==> src/rtl/sstk_pkg.sv <==
package sstk_pkg;

    localparam int CAUSE_W = 6;
    localparam logic [11:0] SSP_CSR_ADDR = 12'h011;

    localparam logic [CAUSE_W-1:0] CAUSE_ILLEGAL = 6'd2;
    localparam logic [CAUSE_W-1:0] CAUSE_ST_FAULT = 6'd7;
    localparam logic [CAUSE_W-1:0] CAUSE_SWCHECK = 6'd18;
    localparam int SWCHK_TVAL_SS = 3;

    localparam logic [3:0] CMOP_PUSH_X1 = 4'd1;
    localparam logic [3:0] CMOP_POP_X5 = 4'd5;

    typedef enum logic [1:0] {
        KIND_PUSH = 2'd0,
        KIND_POPC = 2'd1,
        KIND_RDSP = 2'd2,
        KIND_SWAP = 2'd3
    } kind_e;

    typedef enum logic [2:0] {
        SOP_NOP,
        SOP_PUSH,
        SOP_POPC,
        SOP_RDSP,
        SOP_SWAP
    } sop_e;

    typedef enum logic [1:0] {
        PRV_U = 2'd0,
        PRV_S = 2'd1,
        PRV_H = 2'd2,
        PRV_M = 2'd3
    } prv_e;

    typedef enum logic {
        ST_IDLE,
        ST_WAIT
    } st_e;

    function automatic logic ss_active(input logic [1:0] p, input logic m_en, input logic s_en);
        case (prv_e'(p))
            PRV_M:   return 1'b1;
            PRV_S:   return m_en;
            PRV_U:   return m_en & s_en;
            default: return 1'b0;
        endcase
    endfunction

endpackage

==> src/rtl/sstk_mode_gate.sv <==
module sstk_mode_gate
    import sstk_pkg::*;
(
    input  logic [1:0] priv,
    input  logic       m_env_ss,
    input  logic       s_env_ss,
    output logic       active
);
    assign active = ss_active(priv, m_env_ss, s_env_ss);
endmodule

==> src/rtl/sstk_op_decode.sv <==
module sstk_op_decode
    import sstk_pkg::*;
#(
    parameter int XLEN = 32
) (
    input  logic [1:0]      op_kind,
    input  logic            op_rsel,
    input  logic            op_cmop,
    input  logic [3:0]      op_mopn,
    input  logic [XLEN-1:0] x1_val,
    input  logic [XLEN-1:0] x5_val,
    output sop_e            sop,
    output logic [XLEN-1:0] link
);
    always_comb begin
        sop  = SOP_NOP;
        link = op_rsel ? x5_val : x1_val;
        if (op_cmop) begin
            if (op_mopn == CMOP_PUSH_X1) begin
                sop  = SOP_PUSH;
                link = x1_val;
            end else if (op_mopn == CMOP_POP_X5) begin
                sop  = SOP_POPC;
                link = x5_val;
            end
        end else begin
            case (kind_e'(op_kind))
                KIND_PUSH: sop = SOP_PUSH;
                KIND_POPC: sop = SOP_POPC;
                KIND_RDSP: sop = SOP_RDSP;
                default:   sop = SOP_SWAP;
            endcase
        end
    end
endmodule

==> src/rtl/sstk_ptr_reg.sv <==
module sstk_ptr_reg
    import sstk_pkg::*;
#(
    parameter int XLEN = 32
) (
    input  logic            clk,
    input  logic            rst,
    input  logic            commit_en,
    input  logic [XLEN-1:0] commit_val,
    input  logic            csr_we,
    input  logic [11:0]     csr_addr,
    input  logic [XLEN-1:0] csr_wdata,
    output logic [XLEN-1:0] csr_rdata,
    output logic [XLEN-1:0] ssp
);
    logic hit;
    assign hit = (csr_addr == SSP_CSR_ADDR);

    // An operation's own pointer update wins over a CSR write in the same cycle.
    always_ff @(posedge clk) begin
        if (rst) begin
            ssp <= '0;
        end else if (commit_en) begin
            ssp <= commit_val;
        end else if (csr_we && hit) begin
            ssp <= csr_wdata;
        end
    end

    assign csr_rdata = hit ? ssp : '0;
endmodule

==> src/rtl/sstk_unit.sv <==
module sstk_unit
    import sstk_pkg::*;
#(
    parameter int XLEN = 32
) (
    input  logic               clk,
    input  logic               rst,
    input  logic               op_valid,
    input  logic [1:0]         op_kind,
    input  logic               op_rsel,
    input  logic               op_cmop,
    input  logic [3:0]         op_mopn,
    input  logic [XLEN-1:0]    op_addr,
    input  logic [XLEN-1:0]    op_data,
    input  logic [XLEN-1:0]    x1_val,
    input  logic [XLEN-1:0]    x5_val,
    input  logic [1:0]         priv,
    input  logic               m_env_ss,
    input  logic               s_env_ss,
    input  logic               csr_we,
    input  logic [11:0]        csr_addr,
    input  logic [XLEN-1:0]    csr_wdata,
    output logic [XLEN-1:0]    csr_rdata,
    output logic               busy,
    output logic               mem_req,
    output logic               mem_we,
    output logic               mem_amo,
    output logic               mem_ss,
    output logic [XLEN-1:0]    mem_addr,
    output logic [XLEN-1:0]    mem_wdata,
    input  logic               mem_done,
    input  logic [XLEN-1:0]    mem_rdata,
    input  logic               mem_fault,
    output logic               done,
    output logic               res_valid,
    output logic [XLEN-1:0]    res_data,
    output logic               exc_valid,
    output logic [CAUSE_W-1:0] exc_cause,
    output logic [XLEN-1:0]    exc_tval
);
    localparam int WBYTES = XLEN / 8;
    localparam logic [XLEN-1:0] STEP = XLEN'(WBYTES);

    logic            active;
    sop_e            dec_sop;
    logic [XLEN-1:0] dec_link;
    logic [XLEN-1:0] ssp_q;
    logic            commit_en;
    logic [XLEN-1:0] commit_val;

    st_e             state;
    sop_e            cur_sop;
    logic [XLEN-1:0] cur_link;

    sstk_mode_gate u_gate (
        .priv     (priv),
        .m_env_ss (m_env_ss),
        .s_env_ss (s_env_ss),
        .active   (active)
    );

    sstk_op_decode #(.XLEN(XLEN)) u_dec (
        .op_kind (op_kind),
        .op_rsel (op_rsel),
        .op_cmop (op_cmop),
        .op_mopn (op_mopn),
        .x1_val  (x1_val),
        .x5_val  (x5_val),
        .sop     (dec_sop),
        .link    (dec_link)
    );

    sstk_ptr_reg #(.XLEN(XLEN)) u_ptr (
        .clk        (clk),
        .rst        (rst),
        .commit_en  (commit_en),
        .commit_val (commit_val),
        .csr_we     (csr_we),
        .csr_addr   (csr_addr),
        .csr_wdata  (csr_wdata),
        .csr_rdata  (csr_rdata),
        .ssp        (ssp_q)
    );

    logic rsp_ok;
    logic pop_match;
    assign rsp_ok    = (state == ST_WAIT) && mem_done && !mem_fault;
    assign pop_match = (mem_rdata == cur_link);

    // Pointer moves only on a fault-free completion; a pop also needs a match.
    always_comb begin
        commit_en  = 1'b0;
        commit_val = mem_addr;
        if (rsp_ok && cur_sop == SOP_PUSH) begin
            commit_en = 1'b1;
        end else if (rsp_ok && cur_sop == SOP_POPC && pop_match) begin
            commit_en  = 1'b1;
            commit_val = mem_addr + STEP;
        end
    end

    assign busy   = (state == ST_WAIT);
    assign mem_ss = mem_req;

    always_ff @(posedge clk) begin
        if (rst) begin
            state     <= ST_IDLE;
            cur_sop   <= SOP_NOP;
            cur_link  <= '0;
            mem_req   <= 1'b0;
            mem_we    <= 1'b0;
            mem_amo   <= 1'b0;
            mem_addr  <= '0;
            mem_wdata <= '0;
            done      <= 1'b0;
            res_valid <= 1'b0;
            res_data  <= '0;
            exc_valid <= 1'b0;
            exc_cause <= '0;
            exc_tval  <= '0;
        end else begin
            done      <= 1'b0;
            res_valid <= 1'b0;
            exc_valid <= 1'b0;
            case (state)
                ST_IDLE: begin
                    if (op_valid) begin
                        cur_sop  <= dec_sop;
                        cur_link <= dec_link;
                        if (!active || dec_sop == SOP_NOP) begin
                            done <= 1'b1;
                            if (dec_sop == SOP_SWAP) begin
                                exc_valid <= 1'b1;
                                exc_cause <= CAUSE_ILLEGAL;
                                exc_tval  <= '0;
                            end
                        end else if (dec_sop == SOP_RDSP) begin
                            done      <= 1'b1;
                            res_valid <= 1'b1;
                            res_data  <= ssp_q;
                        end else begin
                            state   <= ST_WAIT;
                            mem_req <= 1'b1;
                            mem_we  <= (dec_sop != SOP_POPC);
                            mem_amo <= (dec_sop == SOP_SWAP);
                            case (dec_sop)
                                SOP_PUSH: begin
                                    mem_addr  <= ssp_q - STEP;
                                    mem_wdata <= dec_link;
                                end
                                SOP_POPC: begin
                                    mem_addr  <= ssp_q;
                                    mem_wdata <= '0;
                                end
                                default: begin
                                    mem_addr  <= op_addr;
                                    mem_wdata <= op_data;
                                end
                            endcase
                        end
                    end
                end
                default: begin
                    if (mem_done) begin
                        state   <= ST_IDLE;
                        mem_req <= 1'b0;
                        done    <= 1'b1;
                        if (mem_fault) begin
                            exc_valid <= 1'b1;
                            exc_cause <= CAUSE_ST_FAULT;
                            exc_tval  <= mem_addr;
                        end else if (cur_sop == SOP_POPC && !pop_match) begin
                            exc_valid <= 1'b1;
                            exc_cause <= CAUSE_SWCHECK;
                            exc_tval  <= XLEN'(SWCHK_TVAL_SS);
                        end else if (cur_sop == SOP_SWAP) begin
                            res_valid <= 1'b1;
                            res_data  <= mem_rdata;
                        end
                    end
                end
            endcase
        end
    end
endmodule

==> config.mk <==
export PLATFORM = sky130hd
export DESIGN_NAME = sstk_unit
export DESIGN_NICKNAME = d
export VERILOG_FILES = /design/src/rtl/sstk_pkg.sv /design/src/rtl/sstk_mode_gate.sv /design/src/rtl/sstk_op_decode.sv /design/src/rtl/sstk_ptr_reg.sv /design/src/rtl/sstk_unit.sv
export SDC_FILE = /design/constraint.sdc
export NUM_CORES = 1
export LEC_CHECK = 0
export ABC_AREA = 1
export ABC_CLOCK_PERIOD_IN_PS = 2360
export BUFFER_PORTS_ARGS = -buffer_cell sky130_fd_sc_hd__buf_2
export CAP_MARGIN = 40
export CORE_UTILIZATION = 33
export CTS_CLUSTER_DIAMETER = 100
export DETAILED_ROUTE_END_ITERATION = 10
export PLACE_DENSITY_LB_ADDON = 0.12
export REMOVE_ABC_BUFFERS = 1
export SETUP_SLACK_MARGIN = 0.1
export SYNTH_ARGS = -nofsm -noshare
export SYNTH_HDL_FRONTEND = slang
export SYNTH_SLANG_ARGS = --single-unit
==> constraint.sdc <==
create_clock -name clk -period 2.36 [get_ports clk]
set_clock_uncertainty 0.1 [all_clocks]
set_input_delay 0 -clock clk [delete_from_list [all_inputs] [get_ports clk]]
set_output_delay 0 -clock clk [all_outputs]
set_load 0.02 [all_outputs]
==> impl_metrics.toml <==
[worst_setup_path]
max_stage_delay_ns = 0.55
cp_slowest_cell = "dlygate4sd3_1"
cp_max_fo = 34
crit_buf_inv = 6
crit_family = "buffers and inverters"
start_kind = "primary input"
critical_path_class = "primary input to flop"
path_cells = "dlygate4sd3_1 -> buf_2 -> inv_1 -> nand3_2 -> nand2_1 -> o21ai_2 -> nor3_4 -> buf_12 -> buf_6 -> o21ai_0 -> nand2_1 -> dlygate4sd3_1 -> nor2_1 -> nor2_1"
arrival_ns = 2.58
cp.required_ns = 2.76
cp-end-kind = "flop"

[clocking]
cts_tree = "built"
clk_pin_slew_ns = 0.06
clk_latency_ns = 0.57
htree_levels = 1
cts_buffer_depth = 3
clock_sinks = 205
cts-root-buf = "clkbuf_16"
numCtsBuffers = 27

[placement]
routabilityCongestion = 0.910
dp.cells = 3091
dpl_cell_area_um2 = 15600
hpwl_mm = 39.4
io_buffers = 393

[finish]
post-route-cell-area_um2 = 19300
fin_cells = 3391
drive_gt1_share_pct = 20.0
nNetsFinal = 3077
synthToLayoutAreaGrowth_pct = 49.7

[grt]
grt_pass1_wl_mm = 83.0
grt_max_degree = 70
gr-total-overflow = 0
grt_pass1_vias = 15300
antenna_found_initial = 4
grt_usage_pct = 26.8

[hold_path]
holdCritPathClass = "primary input to flop"

[die]
ios = 396
row_count = 72
initial_core_util_pct = 33.5
die_y_um = 200
core_area_um2 = 38600
die_area_um2 = 39900
die_x_um = 200

[synthesis]
synth-main-ff-cell = "dfxtp_1"
synth_area_per_cell_um2 = 5.80
async_flop_share_pct = 0
synth_edf_count = 0
ys_types = 39
yosysSeqAreaShare_pct = 31.8
synth_top_area_share_pct = 31.8
yosys.cell_count.top_type = "nand2_1"
yosysTopAreaCell = "dfxtp_1"
yosysWarnings = 0
netlist_top_cells_count = "nand2_1, nor2_1, inv_1"
syn_area_um2 = 12900
synthesis.instances = 2226
ys_ff_latch = 205
synthTopCellsByArea = "dfxtp_1, nand2_1, nor2_1"

[drt]
ant_nets = 0
wirelength_mm = 55.5
avgRoutedWirePerCell_um = 16.4
drc = 0
first_iter_violations = 861
drt_first_pass_iters = 6
route.vias.total = 16200
vias_per_cell = 4.78

[power_and_ir_drop]
comb_power_share_pct = 21.6
p_int_uw = 7260
powerDensity_nw_per_um2 = 540
p_sw_share_pct = 30.4
p_leak_uw = 0.00964
power_uw = 10400
p_sw_uw = 3170
pwr-share-seq_pct = 36.2
peakVddDrop_mv = 0.463
clkPwrFrac_pct = 42.2

[timing]
min_period_over_period_pct = 92.1
tightest_slew_ns = 0.835
finalMaxSlewViolations = 0
hold_viol = 0
max_slew_margin_pct = 44.3
finalSetupViolCount = 0
whs_ns = 0.0547
fmax_ghz = 0.460
rsz0062_at_grt = "true"
fin_crit_ns = 2.17

[status]
status = "finished, final reports clean"

[run]
max-cap-violations = 0
[metal layers]
metal  wire (um)  up-vias  part of all wire [%]  GRT usage, %
met5          23        -                 0.041             0
met4        2030        4                   3.7          10.6
met3        3220       98                   5.8          3.83
met2       26200      523                    47          45.6
met1       24000     7378                    43          33.9
li1            -     8193                     -             -
[worst paths after layout]
path,from,slack [ns],to,cells after the start
max reg2reg,cur_link[30],0.21,u_ptr.ssp[7],12
min,rst,0.05,exc_tval[27],3
min reg2reg,exc_cause[4],0.35,exc_cause[4],2
max,op_mopn[2],0.19,mem_wdata[31],14
[registers in the layout, indices dropped and copies added (netlist names), 3 cells and up]
register / count
exc_cause: 3
mem_addr: 32
cur_sop: 3
u_ptr.ssp: 32
res_data: 32
cur_link: 32
mem_wdata: 32
exc_tval: 32
[cell usage in the layout, fill, tap and decap left out, types with 3 or more instances in the layout]
| cell | Yosys | routed |
|---|---|---|
| nand4_1 | 18 | 18 |
| a31oi_1 | 3 | 3 |
| buf_4 | 14 | 50 |
| buf_2 | 21 | 392 |
| buf_8 | 0 | 3 |
| nor2_2 | 6 | 11 |
| a21oi_1 | 93 | 93 |
| nor3_1 | 37 | 36 |
| nor2_1 | 413 | 401 |
| inv_2 | 9 | 10 |
| buf_6 | 8 | 3 |
| a211oi_1 | 27 | 27 |
| bufinv_16 | 0 | 3 |
| dlygate4sd3_1 | 0 | 238 |
| clkinv_2 | 0 | 3 |
| clkbuf_16 | 0 | 30 |
| clkbuf_8 | 0 | 6 |
| buf_12 | 0 | 16 |
| nand2_1 | 671 | 656 |
| nand3_1 | 92 | 91 |
| inv_1 | 276 | 276 |
| nand3b_1 | 4 | 4 |
| o21ai_0 | 154 | 154 |
| xor2_1 | 18 | 18 |
| dfxtp_1 | 205 | 203 |
| ha_1 | 5 | 4 |
| o211ai_1 | 37 | 37 |
| clkbuf_1 | 63 | 7 |
| nor2_4 | 3 | 10 |
| xnor2_1 | 4 | 4 |
| nand2_2 | 4 | 16 |
| o21ai_1 | 19 | 19 |
[kinds of logic (layout without fill, tap and decap cells)]
| kind of cell | Yosys count | after routing | share of synthesized area [%] |
|---|---|---|---|
| compound gates | 338 | 338 | 14.6 |
| xor+xnor | 22 | 22 | 1.49 |
| fa+ha+maj | 5 | 5 | 0.485 |
| buf+inv | 400 | 1044 | 12.7 |
| flops | 205 | 205 | 31.8 |
| other cells | 1 | 4 | 0.0291 |
| simple gates | 1255 | 1255 | 38.8 |
[worst register-to-register path, delay by kind of cell, from the launching register on]
family / cells / cell delay, ns
simple gates: 8 / 1.05
compound gates: 2 / 0.15
flops: 1 / 0.46
buf+inv: 2 / 0.24
[through the flow]
stage	utilization (%)	TNS (ns)	worst slack (ns)
2_1_floorplan	-	-372.61	-2.51
3_3_place_gp	40.5	0	0.0696
3_5_place_dp	40.5	0	0.0387
4_1_cts	49.2	0	0.110
5_1_grt	50.1	0	0.0502
6_report	50.1	0	0.186
[power by group through the flow]
| stage | Combinational [uW] | Sequential (uW) | Clock (uW) |
|---|---|---|---|
| 2_1_floorplan | 877 | 3960 | 0 |
| 3_3_place_gp | 1780 | 3850 | 0 |
| 3_5_place_dp | 1800 | 3850 | 0 |
| 4_1_cts | 2190 | 3770 | 4510 |
| 5_1_grt | 2490 | 3800 | 4630 |
| 6_report | 2250 | 3780 | 4400 |
[layout make-up]
type / count / area, um2
Antenna cell: 2 / 5.00
Clock buffer: 40 / 785
Clock inverter: 10 / 153
Fill cell: 4029 / 19300
Inverter: 289 / 1090
Multi-Input combinational cell: 1622 / 7330
Sequential cell: 205 / 4110
Tap cell: 518 / 648
Timing Repair Buffer: 705 / 5190
[timing repair]
item	CTS	global route
cloned	0	3
buffers inserted	0	7
setup endpoints to repair	46	132
resized for setup	3	58
endpoints found under the hold margin	173	0
pin swaps	0	5
hold buffers	238	0
Note: power is estimated with default switching activity, not from simulation.
